**src/rtl/alarm_cmp_pkg.sv**
```systemverilog
package alarm_cmp_pkg;
  parameter int ADDR_W     = 4;
  parameter int DATA_W     = 8;
  parameter int NUM_FIELDS = 4;
  localparam int MASK_BIT  = DATA_W - 1;
  localparam int IE_BIT    = 3;

  localparam logic [ADDR_W-1:0] ADDR_ALARM0 = 4'h8;
  localparam logic [ADDR_W-1:0] ADDR_STAT   = 4'hE;
  localparam logic [ADDR_W-1:0] ADDR_CTRL   = 4'hF;

  // seconds/minutes carry 7 BCD bits, hours/date carry 6
  function automatic int field_w(int idx);
    return (idx < 2) ? 7 : 6;
  endfunction

  function automatic logic [DATA_W-1:0] field_mask(int idx);
    return DATA_W'((1 << field_w(idx)) - 1);
  endfunction

  typedef logic [NUM_FIELDS-1:0][DATA_W-1:0] field_vec_t;
endpackage

```
**src/rtl/alarm_cmp_regs.sv**
```systemverilog
module alarm_cmp_regs
  import alarm_cmp_pkg::*;
(
  input  logic              clk_i,
  input  logic              rst_ni,
  input  logic              wr_en_i,
  input  logic [ADDR_W-1:0] addr_i,
  input  logic [DATA_W-1:0] wdata_i,
  output field_vec_t        alarm_o,
  output logic              ie_o
);
  field_vec_t alarm_q;
  logic       ie_q;

  for (genvar i = 0; i < NUM_FIELDS; i++) begin : g_field
    localparam logic [DATA_W-1:0] KEEP = field_mask(i) | (DATA_W'(1) << MASK_BIT);
    always_ff @(posedge clk_i or negedge rst_ni) begin
      if (!rst_ni) alarm_q[i] <= '0;
      else if (wr_en_i && addr_i == ADDR_W'(ADDR_ALARM0 + i)) alarm_q[i] <= wdata_i & KEEP;
    end
  end

  always_ff @(posedge clk_i or negedge rst_ni) begin
    if (!rst_ni) ie_q <= 1'b0;
    else if (wr_en_i && addr_i == ADDR_CTRL) ie_q <= wdata_i[IE_BIT];
  end

  assign alarm_o = alarm_q;
  assign ie_o    = ie_q;
endmodule

```
**src/rtl/alarm_cmp_match.sv**
```systemverilog
module alarm_cmp_match
  import alarm_cmp_pkg::*;
(
  input  logic       clk_i,
  input  logic       rst_ni,
  input  field_vec_t alarm_i,
  input  field_vec_t time_i,
  output logic       match_o
);
  logic [NUM_FIELDS-1:0] hit;
  logic [NUM_FIELDS-1:0] masked;

  for (genvar i = 0; i < NUM_FIELDS; i++) begin : g_cmp
    localparam logic [DATA_W-1:0] FM = field_mask(i);
    assign masked[i] = alarm_i[i][MASK_BIT];
    assign hit[i]    = masked[i] | ((alarm_i[i] & FM) == (time_i[i] & FM));
  end

  assign match_o = &hit;

  assert_all_masked_R6: assert property (@(posedge clk_i) disable iff (!rst_ni)
    (&masked) |-> match_o);
endmodule

```
**src/rtl/alarm_cmp_flag.sv**
```systemverilog
module alarm_cmp_flag
  import alarm_cmp_pkg::*;
(
  input  logic              clk_i,
  input  logic              rst_ni,
  input  logic              tick_i,
  input  logic              match_i,
  input  logic              rd_en_i,
  input  logic [ADDR_W-1:0] addr_i,
  output logic              flag_o
);
  logic flag_q, set, clr;

  assign set = tick_i & match_i;
  assign clr = rd_en_i & (addr_i == ADDR_STAT);

  // set wins over a coincident clearing read
  always_ff @(posedge clk_i or negedge rst_ni) begin
    if (!rst_ni)  flag_q <= 1'b0;
    else if (set) flag_q <= 1'b1;
    else if (clr) flag_q <= 1'b0;
  end

  assign flag_o = flag_q;

  assert_flag_set_R4: assert property (@(posedge clk_i) disable iff (!rst_ni)
    (tick_i && match_i) |=> flag_q);
  assert_read_clear_R8: assert property (@(posedge clk_i) disable iff (!rst_ni)
    (rd_en_i && addr_i == ADDR_STAT && !(tick_i && match_i)) |=> !flag_q);
  assert_no_tick_no_flag_R7: assert property (@(posedge clk_i) disable iff (!rst_ni)
    (!tick_i && !flag_q) |=> !flag_q);
endmodule

```
**src/rtl/alarm_cmp_top.sv**
```systemverilog
module alarm_cmp_top
  import alarm_cmp_pkg::*;
(
  input  logic              clk_i,
  input  logic              rst_ni,
  input  logic              wr_en_i,
  input  logic              rd_en_i,
  input  logic [ADDR_W-1:0] addr_i,
  input  logic [DATA_W-1:0] wdata_i,
  output logic [DATA_W-1:0] rdata_o,
  input  logic              tick_i,
  input  logic [6:0]        sec_i,
  input  logic [6:0]        min_i,
  input  logic [5:0]        hour_i,
  input  logic [5:0]        date_i,
  output logic              irq_no
);
  field_vec_t alarm;
  field_vec_t time_vec;
  logic       ie, match, flag;

  assign time_vec[0] = DATA_W'(sec_i);
  assign time_vec[1] = DATA_W'(min_i);
  assign time_vec[2] = DATA_W'(hour_i);
  assign time_vec[3] = DATA_W'(date_i);

  alarm_cmp_regs i_regs (
    .clk_i, .rst_ni, .wr_en_i, .addr_i, .wdata_i,
    .alarm_o(alarm), .ie_o(ie)
  );

  alarm_cmp_match i_match (
    .clk_i, .rst_ni, .alarm_i(alarm), .time_i(time_vec), .match_o(match)
  );

  alarm_cmp_flag i_flag (
    .clk_i, .rst_ni, .tick_i, .match_i(match), .rd_en_i, .addr_i, .flag_o(flag)
  );

  always_comb begin
    rdata_o = '0;
    for (int i = 0; i < NUM_FIELDS; i++)
      if (addr_i == ADDR_W'(ADDR_ALARM0 + i)) rdata_o = alarm[i];
    if (addr_i == ADDR_STAT) rdata_o = DATA_W'(flag);
    if (addr_i == ADDR_CTRL) rdata_o = DATA_W'(ie) << IE_BIT;
  end

  assign irq_no = ~(flag & ie);

  assert_irq_needs_enable_R10: assert property (@(posedge clk_i) disable iff (!rst_ni)
    !irq_no |-> ie);
  assert_stat_write_ignored_R11: assert property (@(posedge clk_i) disable iff (!rst_ni)
    (wr_en_i && addr_i == ADDR_STAT && !tick_i && !flag) |=> !flag);
endmodule

```
**config.mk**
```make
export PLATFORM = sky130hd
export DESIGN_NAME = alarm_cmp_top
export DESIGN_NICKNAME = d
export VERILOG_FILES = /design/src/rtl/alarm_cmp_pkg.sv /design/src/rtl/alarm_cmp_regs.sv /design/src/rtl/alarm_cmp_match.sv /design/src/rtl/alarm_cmp_flag.sv /design/src/rtl/alarm_cmp_top.sv
export SDC_FILE = /design/constraint.sdc
export NUM_CORES = 1
export LEC_CHECK = 0
export ABC_AREA = 1
export BUFFER_PORTS_ARGS = -buffer_cell sky130_fd_sc_hd__buf_2
export CORE_UTILIZATION = 35
export CTS_BUF_LIST = sky130_fd_sc_hd__clkbuf_4 sky130_fd_sc_hd__clkbuf_8 sky130_fd_sc_hd__clkbuf_16
export CTS_CLUSTER_SIZE = 28
export DETAILED_ROUTE_END_ITERATION = 10
export HOLD_SLACK_MARGIN = 0.15
export PLACE_DENSITY = 0.61
export SLEW_MARGIN = 15
export SYNTH_ARGS = -nofsm -noshare
export SYNTH_HDL_FRONTEND = slang
export SYNTH_HIERARCHICAL = 1
export SYNTH_SLANG_ARGS = --single-unit
```
**constraint.sdc**
```tcl
create_clock -name clk_i -period 2.62 [get_ports clk_i]
set_clock_uncertainty 0.15 [all_clocks]
set_input_delay 0.262 -clock clk_i [delete_from_list [all_inputs] [get_ports clk_i]]
set_output_delay 0.262 -clock clk_i [all_outputs]
set_load 0.02 [all_outputs]
```
==> results of run 1 <==
[metal layers]
layer  up-vias  track usage  wire length (um)
li1       1185            -                 -
met1      1037       0.2715              2825
met2        78       0.3140              2657
met3        16      0.03516               295
met4         0      0.08596               163
met5         -            0                 0
[worst min-delay path, stage by stage]
cell and delay (ns):
sky130_fd_sc_hd__buf_2 0.09, sky130_fd_sc_hd__nand2_1 0.04, sky130_fd_sc_hd__nor2_1 0.03, sky130_fd_sc_hd__nand2_1 0.05, sky130_fd_sc_hd__nand2_1 0.04, sky130_fd_sc_hd__nand2_1 0.04
[layout make-up]
cell class,count,area [um2],share of cell area
tap,75,93.84,0.03444
multi-input combinational,257,1205,0.4422
timing repair buffer,62,362.8,0.1331
clock buffer,6,82.58,0.03030
sequential,32,800.8,0.2938
inverter,45,170.2,0.06244
clock inverter,2,10.01,0.003673
[state kept, by name, summed over array words and instances (netlist names)]
register and count:
i_regs/alarm_o 30, i_flag/flag_o 1, i_regs/ie_o 1
[per-stage QoR]
stage | util | worst slack, ns | instance area (um2)
after floorplan | - | 1.155 | 2251
after global placement | 0.4178 | 0.8004 | 2532
after detailed placement | 0.4178 | 0.7546 | 2532
after CTS | 0.4496 | 0.7556 | 2725
after global routing | 0.4496 | 0.6257 | 2725
final | 0.4496 | 0.7700 | 2725
[report_power, final]
group / internal [mW] / total (mW) / switching, mW
registers: 0.596 / 0.713 / 0.118
clock network: 0.209 / 0.399 / 0.189
logic: 0.160 / 0.386 / 0.226
[cell usage in the layout, fill, tap and decap left out, types with 2 or more instances in the layout]
cell                              n
sky130_fd_sc_hd__nor2_4           6
sky130_fd_sc_hd__nand2_4          3
sky130_fd_sc_hd__clkinv_2         3
sky130_fd_sc_hd__dlygate4sd3_1   10
sky130_fd_sc_hd__inv_2            5
sky130_fd_sc_hd__xnor2_1          4
sky130_fd_sc_hd__conb_1           2
sky130_fd_sc_hd__clkbuf_8         6
sky130_fd_sc_hd__o211ai_1         6
sky130_fd_sc_hd__nand3_1         50
sky130_fd_sc_hd__nand4_1          3
sky130_fd_sc_hd__dfrtp_1         32
sky130_fd_sc_hd__a31oi_1          5
sky130_fd_sc_hd__nor2_1          32
sky130_fd_sc_hd__nand2_1        135
sky130_fd_sc_hd__o21ai_1          2
sky130_fd_sc_hd__inv_1           39
sky130_fd_sc_hd__xor2_1           4
sky130_fd_sc_hd__nand2_2          2
sky130_fd_sc_hd__buf_2           51
[final timing paths]
check | from | endpoint | slack [ns]
worst max-delay path | addr_i[0] | rdata_o[7] | 0.77
worst min-delay path | rd_en_i | i_flag/flag_o$_DFFE_PN0P_ | 0.17
worst max register to register | i_regs/alarm_o[0]$_DFFE_PN0P_ | i_flag/flag_o$_DFFE_PN0P_ | 1.20
worst min register to register | i_flag/flag_o$_DFFE_PN0P_ | i_flag/flag_o$_DFFE_PN0P_ | 0.35
max in group asynchronous | rst_ni | i_regs/alarm_o[10]$_DFFE_PN0P_ | 1.42
min in group asynchronous | rst_ni | i_regs/alarm_o[19]$_DFFE_PN0P_ | 0.42
==> results.md, run 1 <==
Placed design:
- The count of port buffers added during placement is 51.
- The total half-perimeter wirelength after legalization and detailed placement is 4.504 mm.
- The final weighted congestion in routability-driven placement is 0.8984.
- Including well taps, the total number of placed cells is 461.

Timing:
- Setup repair after global routing left no endpoint under its margin.
- For the finished layout, the period the worst path requires is 1.850 ns.
- The pin slew with the least headroom to its limit is 0.7381 ns.
- Adding up every negative setup slack in the final design gives 0 ns.
- Setup violations remaining at the end of the flow were counted as 0.
- The final-report max-slew violation count is 0.
- Hold is met by 0.1665 ns.
- In this run the tightest slew margin relative to its limit is 0.5079.
- The final hold violation count is 0.
- Dividing the final minimum period by the clock period gives 0.7061.
- Based on the critical path, the design can be clocked at up to 540.5 MHz.

Setup path:
- The critical path contains buffers and inverters numbering 3 combined.
- The endpoint required time on the critical path is 2.21 ns.
- The logic depth of the worst path, buffers included is 6.
- The number of cells on the worst reg-to-reg path is 11.
- The most used cell along the critical path is sky130_fd_sc_hd__buf_2.
- The critical path's slowest cell is sky130_fd_sc_hd__buf_2.
- Traced cell by cell, the critical path runs through buf_2 -> inv_2 -> nor2_4 -> nand3_1 -> a31oi_1 -> buf_2.
- The kind of cell adding the most delay to the critical path is buffers and inverters.
- The kind of critical path is primary input to primary output.
- The largest single stage delay on the critical path is 0.34 ns.
- Of all nets on the critical path, the largest fanout is 17.
- STA puts the critical path data arrival time at 1.44 ns.
- The startpoint kind of the worst setup timing path is a primary input.
- STA classifies the critical path endpoint as a primary output.

GRT:
- The maximum number of pins on one net before global-route repair is 33.
- Across every metal layer, demand over resource in global routing totals 0.2009.
- The leftover overflow at the end of global routing is 0.
- The via count of the first global-routing pass is 2125.
- The number of antenna violations at the first check in global routing is 0.
- The first-pass GRT wire length is 9.867 mm.

Hold path:
- The cell depth of the worst min-delay path is 6.
- The path class of the tightest hold or removal check is primary input to flip-flop.

Power and ir drop:
- The total power draw is 1.498 mW.
- For this design the ratio of total power to cell area is 549.7 mW/mm2.
- The peak ir drop on the vdd network is 275.7 uV.
- Summed over all cells, the static leakage comes to 1.573 nW.

Clock tree:
- The master cell of the clock root buffer is sky130_fd_sc_hd__clkbuf_8.
- The clock tree buffer depth is 2.
- Buffers inserted to repair hold after CTS numbered 10.
- The clock net in this run drives a total of 32 sinks.
- After clock tree synthesis, the clock-pin slew on the worst setup and hold paths is 0.07 ns.
- The number of buffers inserted during clock tree synthesis is 5.
- The clock tree from TritonCTS is built.
- The worst-skew pair later-pin latency is 0.29 ns.
- The H-tree was split into 2 levels.
- The number of setup buffers added after CTS is 0.
- After clock tree synthesis, the repair step resized 0 gates.

Floorplan:
- The row count is 28.
- The die covers 0.006745 mm2.
- The die span in x is 82.13 um.
- The I/O pin count is 52.
- The area inside the core boundary is 0.006061 mm2.
- The initial standard-cell utilization of the core is 0.3708.
- The die is 82.13 um tall.

Layout:
- The fraction of layout cells with a size suffix above 1 is 0.1931.
- The filler cells instantiated in the layout total 671.
- From synthesis to final layout, the design area changed by 21.27%.
- The number of non-filler instances in the completed layout is 479.
- The number of antenna diodes in the final layout is 0.
- The net total in the final layout is 446.

Job:
- The number of maximum-capacitance constraint violations is 0.

Status:
- The run finished with clean final reports.

Yosys:
- The number of warning messages in the yosys log is 6.
- In this run the mean area of a mapped cell was 6.571 um2.
- Synthesis produced a netlist whose cell count is 342.
- The synthesized netlist occupies a cell area of 0.002247 mm2.

Drt:
- Wires add up to 5.941 mm.
- After detailed routing, the number of vias per cell comes to 4.835.
- The number of nets still failing antenna checks after routing is 0.
- The detailed router finished its first iteration with 196 violations.
- The DRC violation count after routing is 0.
- The detailed-route via count is 2316.
- The average routed wire per standard cell is 12.40 um.
- The first detailed-routing pass ran for 5 iterations.
Note: power is estimated with default switching activity, not from simulation.
==> inputs of run 2 (changes only) <==
==> constraint.sdc (replaced) <==
create_clock -name clk_i -period 1.9 [get_ports clk_i]
set_clock_uncertainty 0.15 [all_clocks]
set_input_delay 0.19 -clock clk_i [delete_from_list [all_inputs] [get_ports clk_i]]
set_output_delay 0.19 -clock clk_i [all_outputs]
set_load 0.02 [all_outputs]
==> run 2 against run 1 <==
Compared with the run above: sequential power grew 39%; count of clock-buffer cells in the layout did not move; die area unchanged; via count shrank 2.2%; register-to-register slack worse by 0.77 ns; critical path depth stayed put; non-clock buffer count rose by 4; critical endpoint is now rdata_o[1]; largest power group unchanged.
==> results.md, run 2 (synthesized netlist as in run 1, its figures left out) <==
GRT:
- The via count of the first global-routing pass is 1996 (-6.1%).
- The busiest metal layer after global routing is met2.
- The number of antenna violations at the first check in global routing came to 0 (unchanged).
- The global router's overall resource usage is 0.1980 (-0.002904).
- The met3 track utilization from global routing is 0.04505 (+0.009890).
- The first-pass GRT wire length is 9.618 mm (-2.5%).
- The maximum number of pins on one net before global-route repair came to 33 (unchanged).
- The routing usage on met2 is 0.3050 (-0.009091).
- The met1 global-route usage is 0.2689 (-0.002626).
- The leftover overflow at the end of global routing came to 0 (unchanged).

Status:
- The run finished with clean final reports.

Floorplan:
- The die span in x came to 82.13 um (unchanged).
- The I/O pin count was 52 (unchanged).
- The initial standard-cell utilization of the core came to 0.3708 (unchanged).
- The area inside the core boundary is 0.006061 mm2 (unchanged).
- The vertical die dimension is 82.13 um (unchanged).
- The row count is 28 (unchanged).
- The area of the die is 0.006745 mm2 (unchanged).

Setup path:
- The endpoint required time on the critical path was 1.56 ns (-0.65 ns).
- The worst setup path is captured at a primary output.
- The cell count of the worst reg-to-reg path is 9 (-2).
- In this run the worst setup path terminates at rdata_o[1].
- The launching instance or port of the critical path is addr_i[0].
- The worst setup path is launched from a primary input.
- The terminus of the critical flop-to-flop path is i_flag/flag_o$_DFFE_PN0P_.
- The critical path data arrival time is 1.30 ns (-0.14 ns).
- The kind of critical path is primary input to primary output.
- The internal reg-to-reg setup slack came to 0.43 ns (-0.77 ns).
- The largest fanout on the critical path was 12 (-5).
- In this run the critical register-to-register path is launched from i_regs/alarm_o[27]$_DFFE_PN0P_.

Clock tree:
- The total of cells resized after clock tree synthesis is 0 (unchanged).
- The clock tree from TritonCTS is built.
- The cell sitting at the root of the clock tree is a sky130_fd_sc_hd__clkbuf_8.
- The clock tree buffer depth is 2 (unchanged).
- The hold buffer count at CTS is 12 (+2).
- The post-CTS clock slew at the launch and capture registers of the worst setup and hold paths came to 0.06 ns (about the same).
- The number of buffers inserted during clock tree synthesis is 5 (unchanged).
- The number of clock sinks seen by CTS was 32 (unchanged).
- The buffer count from post-CTS setup fixing is 0 (unchanged).
- The worst-skew pair later-pin latency is 0.29 ns (about the same).
- The depth of the CTS H-tree is 2 (unchanged).

Timing:
- The number of setup violations in the final report came to 0 (unchanged).
- The final critical delay including setup and external delays is 1.641 ns.
- The timing-limited maximum frequency is 609.3 MHz.
- Of the available clock period, the critical path in the final layout requires 0.8638.
- The final worst-path setup slack is 0.2588 ns (-0.5112 ns).
- The final-report max-slew violation count is 0 (unchanged).
- The total negative setup slack is 0 ns (unchanged).
- The final hold violation count came to 0 (unchanged).
- The headroom to the max-slew limit is 0.5242 (+0.01631).
- Setup repair after global routing left no endpoint under its margin.
- The pin slew with the least headroom to its limit was 0.7136 ns (-0.02446 ns).

Drt:
- The DRC violation count after routing was 0 (unchanged).
- The via count normalized by instance count is 4.692 (-3.0%).
- The average routed wire per standard cell was 12.18 um (-1.8%).
- The length of the first detailed-routing pass in iterations is 4 (-1).
- The number of DRC violations after detailed-routing iteration 0 is 159 (-19%).
- The routed wire length is 5.881 mm (-1.0%).
- The detailed-route via count is 2266 (-2.2%).
- The number of nets still failing antenna checks after routing is 0 (unchanged).

Placed design:
- The final weighted congestion in routability-driven placement is 0.8332 (-7.3%).
- The pre-CTS worst setup slack is 0.2572 ns (-0.4973 ns).
- The total half-perimeter wirelength after legalization and detailed placement is 4.481 mm (-0.51%).
- The count of port buffers added during placement was 51 (unchanged).

Power and ir drop:
- The power density over the cells was 782.0 mW/mm2 (+42%).
- The static leakage is 1.604 nW (+2.0%).
- The peak ir drop on the vdd network is 530.3 uV (+92%).

Hold path:
- The min-delay analysis places its worst path in the category primary input to flip-flop.

Layout:
- The fraction of layout cells with a size suffix above 1 is 0.1961 (+0.003009).
- Leaving out fill and tap cells, the most frequent cell in the layout is sky130_fd_sc_hd__nand2_1.
- The flip-flop count of the largest register, all copies and words added is 30 (unchanged).
- The net total in the final layout is 450 (+0.90%).
- Relative to the synthesized area, the layout overhead comes to 24.22%.
- In the layout the commonest cells are 135 x sky130_fd_sc_hd__nand2_1, 51 x sky130_fd_sc_hd__buf_2, 50 x sky130_fd_sc_hd__nand3_1.
- The number of diodes added for antenna fixing was 0 (unchanged).

Job:
- The number of maximum-capacitance constraint violations was 0 (unchanged).
[run 2: cell count changes in the layout (fill, tap and decap cells not counted), sizes merged]
cell and delta:
buf +2, dlygate4sd3 +2, bufinv +1, clkinv -1
[run 2: routing by layer]
| metal | share of wire | vias up |
|---|---|---|
| met3 | 0.062 | 8 |
| met2 | 0.46 | 80 |
| met5 | 0 | - |
| met1 | 0.46 | 986 |
| met4 | 0.015 | 0 |
| li1 | - | 1192 |
[run 2: worst min path at each step]
stage	slack (ns)	endpoint	cells after the start	start
detailed placement	0.13	i_regs/ie_o$_DFFE_PN0P_	1	rst_ni
CTS	0.17	i_regs/ie_o$_DFFE_PN0P_	5	wr_en_i
global placement	0.14	i_regs/ie_o$_DFFE_PN0P_	1	rst_ni
floorplan	-0.26	i_flag/flag_o$_DFFE_PN0P_	0	rst_ni
global route	0.23	i_regs/ie_o$_DFFE_PN0P_	5	addr_i[2]
finish	0.17	i_regs/ie_o$_DFFE_PN0P_	5	wr_en_i
[run 2: worst max-delay path, stage by stage]
cell,delay [ns]
sky130_fd_sc_hd__buf_2,0.27
sky130_fd_sc_hd__inv_2,0.10
sky130_fd_sc_hd__nor2_4,0.17
sky130_fd_sc_hd__nand3_1,0.11
sky130_fd_sc_hd__a31oi_1,0.25
sky130_fd_sc_hd__buf_2,0.21
[run 2: power by group]
part,switching (mW),internal (mW)
Combinational,0.308,0.228
Clock,0.256,0.403
Sequential,0.167,0.822
Total,0.731,1.45
[run 2: per-stage QoR]
step | cells | utilization | hold slack, ns | power (mW) | instance area, um2
floorplan | 343 | - | -0.2556 | 1.316 | 2251
global placement | 463 | 0.4224 | 0.1379 | 1.510 | 2560
detailed placement | 463 | 0.4224 | 0.1330 | 1.523 | 2560
CTS | 483 | 0.4606 | 0.1737 | 2.202 | 2791
global route | 483 | 0.4606 | 0.2344 | 2.336 | 2791
finish | 483 | 0.4606 | 0.1716 | 2.183 | 2791
[run 2: layout make-up]
class | instances | area [um2]
fillers | 625 | 3269
multi-input cells | 257 | 1205
flip-flops and latches | 32 | 800.8
repair buffers | 66 | 410.4
inverters | 45 | 170.2
well taps | 75 | 93.84
clock buffers | 6 | 76.32
clock inverters | 2 | 35.03
==> inputs of run 3 (changes only) <==
--- a/config.mk
+++ b/config.mk
@@ -7,12 +7,13 @@
 export LEC_CHECK = 0
 export ABC_AREA = 1
 export BUFFER_PORTS_ARGS = -buffer_cell sky130_fd_sc_hd__buf_2
-export CORE_UTILIZATION = 35
+export CORE_UTILIZATION = 45
 export CTS_BUF_LIST = sky130_fd_sc_hd__clkbuf_4 sky130_fd_sc_hd__clkbuf_8 sky130_fd_sc_hd__clkbuf_16
 export CTS_CLUSTER_SIZE = 28
 export DETAILED_ROUTE_END_ITERATION = 10
 export HOLD_SLACK_MARGIN = 0.15
-export PLACE_DENSITY = 0.61
+export PLACE_DENSITY = 0.69
+export RECOVER_POWER = 50
 export SLEW_MARGIN = 15
 export SYNTH_ARGS = -nofsm -noshare
 export SYNTH_HDL_FRONTEND = slang
==> run 3 against run 2 <==
Compared with the run above: global-route usage is 4.0 points higher; clock power hardly changed; combinational power decreased by 0.9%; largest power group unchanged; highest routed layer unchanged.
==> results.md, run 3 (synthesized netlist as in run 1, its figures left out) <==
Floorplan:
- The I/O pin count is 52 (unchanged).
- The area of the die is 0.005280 mm2 (-22%).
- The die span in x is 72.67 um (-12%).
- The vertical die dimension is 72.67 um (-12%).
- The row count is 25 (-11%).
- The initial standard-cell utilization of the core is 0.4726 (+0.1019).
- The area inside the core boundary is 0.004755 mm2 (-22%).

GRT:
- The global router's overall resource usage is 0.2378 (+0.03980).
- The number of antenna violations at the first check in global routing is 0 (unchanged).
- The maximum number of pins on one net before global-route repair came to 33 (unchanged).
- The leftover overflow at the end of global routing is 0 (unchanged).
- The via count of the first global-routing pass was 2021 (+1.3%).
- The first-pass GRT wire length came to 9.328 mm (-3.0%).

Setup path:
- The largest fanout on the critical path was 14 (+2).
- The endpoint kind of the worst setup timing path is a flip-flop.
- The kind of critical path is primary input to flip-flop.
- The endpoint identified for the worst register-to-register timing path is i_flag/flag_o$_DFFE_PN0P_.
- The cell count of the worst reg-to-reg path is 9 (unchanged).
- In this run the critical register-to-register path is launched from i_regs/alarm_o[8]$_DFFE_PN0P_.
- The critical path data arrival time is 1.72 ns (+0.42 ns).
- The internal reg-to-reg setup slack is 0.43 ns (about the same).
- The endpoint required time on the critical path is 1.92 ns (+0.36 ns).
- The worst setup path is launched from a primary input.

Timing:
- The total negative setup slack came to 0 ns (unchanged).
- The number of setup violations in the final report was 0 (unchanged).
- Setup repair after global routing left no endpoint under its margin.
- The final hold violation count is 0 (unchanged).
- The final-report max-slew violation count was 0 (unchanged).
- The timing-limited maximum frequency was 591.2 MHz (-3.0%).
- The share of the clock period used by the worst path was 0.8903 (+0.02648).
- The final critical delay including setup and external delays came to 1.692 ns (+0.05031 ns).
- The headroom to the max-slew limit is 0.4784 (-0.04580).
- The pin slew with the least headroom to its limit came to 0.7823 ns (+0.06870 ns).

Placed design:
- The count of port buffers added during placement is 51 (unchanged).
- The count of placed standard cells including taps was 455 (-1.7%).
- The final weighted congestion in routability-driven placement came to 0.8705 (+4.5%).
- The total half-perimeter wirelength after legalization and detailed placement is 4.389 mm (-2.1%).

Layout:
- Leaving out fill and tap cells, the most frequent cells in the layout are 138 x sky130_fd_sc_hd__nand2_1, 50 x sky130_fd_sc_hd__nand3_1, 48 x sky130_fd_sc_hd__buf_2.
- The utilization after layout is 0.5747 (+0.1142).
- The fraction of layout cells with a size suffix above 1 is 0.1740 (-0.02206).
- The net total in the final layout is 450 (unchanged).
- The most common library cell in the layout ignoring fill and taps is sky130_fd_sc_hd__nand2_1.
- The number of non-filler instances in the completed layout is 475 (-1.7%).
- The flip-flop count of the largest register, all copies and words added is 30 (unchanged).
- The synthesis-to-finish area growth is 21.60%.
- The number of diodes added for antenna fixing is 0 (unchanged).

Power and ir drop:
- The power density over the cells is 797.9 mW/mm2 (+2.0%).
- The static leakage was 1.582 nW (-1.4%).
- The peak ir drop on the vdd network was 393.0 uV (-26%).

Drt:
- The DRC violation count after routing is 0 (unchanged).
- The routed wire length is 5.850 mm (-0.53%).
- The number of DRC violations after detailed-routing iteration 0 came to 210 (+32%).
- The via count normalized by instance count is 4.853 (+3.4%).
- The length of the first detailed-routing pass in iterations came to 5 (+1).
- The average routed wire per standard cell was 12.32 um (+1.1%).
- The detailed-route via count is 2305 (+1.7%).
- The number of nets still failing antenna checks after routing is 0 (unchanged).

Hold path:
- The worst hold path begins at wr_en_i.
- The worst min-delay path category is primary input to flip-flop.
- For hold timing, the worst endpoint is i_regs/ie_o$_DFFE_PN0P_.
- The cell depth of the worst min-delay path is 5 (unchanged).

Clock tree:
- The number of buffers inserted during clock tree synthesis is 5 (unchanged).
- The number of clock sinks seen by CTS came to 32 (unchanged).
- The depth of the CTS H-tree is 2 (unchanged).
- The clock tree buffer depth is 2 (unchanged).
- The clock tree from TritonCTS is built.
- The buffer count from post-CTS setup fixing is 0 (unchanged).
- The worst-skew pair later-pin latency was 0.29 ns (about the same).
- The total of cells resized after clock tree synthesis came to 0 (unchanged).
- The post-CTS clock slew at the launch and capture registers of the worst setup and hold paths is 0.06 ns (about the same).
- The master cell of the clock root buffer is sky130_fd_sc_hd__clkbuf_8.

Status:
- The flow ran to the end, and the final reports show no timing, DRC or antenna violations.

Job:
- The number of maximum-capacitance constraint violations came to 0 (unchanged).
==> run 3: cell count changes in the layout (fill, tap and decap cells not counted), moves of 2 or more <==
cell	previous run	this run
sky130_fd_sc_hd__nor2_1	32	35
sky130_fd_sc_hd__nand2_2	2	0
sky130_fd_sc_hd__buf_2	51	48
sky130_fd_sc_hd__inv_1	39	41
sky130_fd_sc_hd__nand2_1	135	138
sky130_fd_sc_hd__inv_2	5	3
sky130_fd_sc_hd__nor2_4	6	3
sky130_fd_sc_hd__clkbuf_2	0	2
==> run 3: worst max-delay path, cell delays in order <==
cell and delay (ns):
sky130_fd_sc_hd__buf_2 0.27, sky130_fd_sc_hd__buf_4 0.19, sky130_fd_sc_hd__inv_1 0.04, sky130_fd_sc_hd__nor2_1 0.48, sky130_fd_sc_hd__nand2_1 0.35, sky130_fd_sc_hd__nand2_1 0.14, sky130_fd_sc_hd__nand2_1 0.06
==> run 3: worst max path at each step <==
| stage | startpoint | endpoint | slack [ns] | cells past startpoint |
|---|---|---|---|---|
| after floorplan | addr_i[1] | rdata_o[1] | 0.58 | 4 |
| after global placement | addr_i[0] | rdata_o[5] | 0.29 | 6 |
| after detailed placement | addr_i[0] | rdata_o[5] | 0.26 | 6 |
| after CTS | addr_i[0] | rdata_o[5] | 0.26 | 6 |
| after global routing | addr_i[0] | i_regs/alarm_o[10]$_DFFE_PN0P_ | 0.09 | 7 |
| final | addr_i[0] | i_regs/alarm_o[10]$_DFFE_PN0P_ | 0.21 | 7 |
==> run 3: per-stage QoR <==
step           area [um2]  worst slack (ns)  hold WS (ns)  power (mW)
3_3_place_gp         2537            0.2884        0.1326       1.503
5_1_grt              2733           0.08995        0.2265       2.320
2_1_floorplan        2251            0.5795       -0.2556       1.316
6_report             2733            0.2085        0.1711       2.180
4_1_cts              2769            0.2553        0.1746       2.195
3_5_place_dp         2537            0.2622        0.1421       1.524
==> run 3: timing repair <==
| item | 4_1_cts | 5_1_grt |
|---|---|---|
| setup endpoints to repair | 0 | 0 |
| hold endpoints to repair | 64 | 0 |
| hold buffers | 12 | 0 |
==> run 3: metal layers <==
metal,share of wire,wire (um),GRT usage
met1,0.45,2611,0.3260
met4,0.018,108,0.09150
met2,0.46,2706,0.3780
met5,0,0,0
met3,0.072,423,0.03867
==> run 3: report_power, final <==
part           switching (mW)  total, mW  leakage (nW)  internal, mW
sequential              0.166      0.988         0.407         0.821
clock                   0.259      0.662        0.0586         0.403
combinational           0.309      0.531          1.12         0.222
==> run 3: final cells by class <==
| cell class | count | area, um2 |
|---|---|---|
| clock buffer | 6 | 76.32 |
| clock inverter | 2 | 35.03 |
| fill | 495 | 2022 |
| inverter | 45 | 170.2 |
| multi-input combinational | 257 | 1170 |
| sequential | 32 | 800.8 |
| tap | 67 | 83.83 |
| timing repair buffer | 66 | 396.6 |
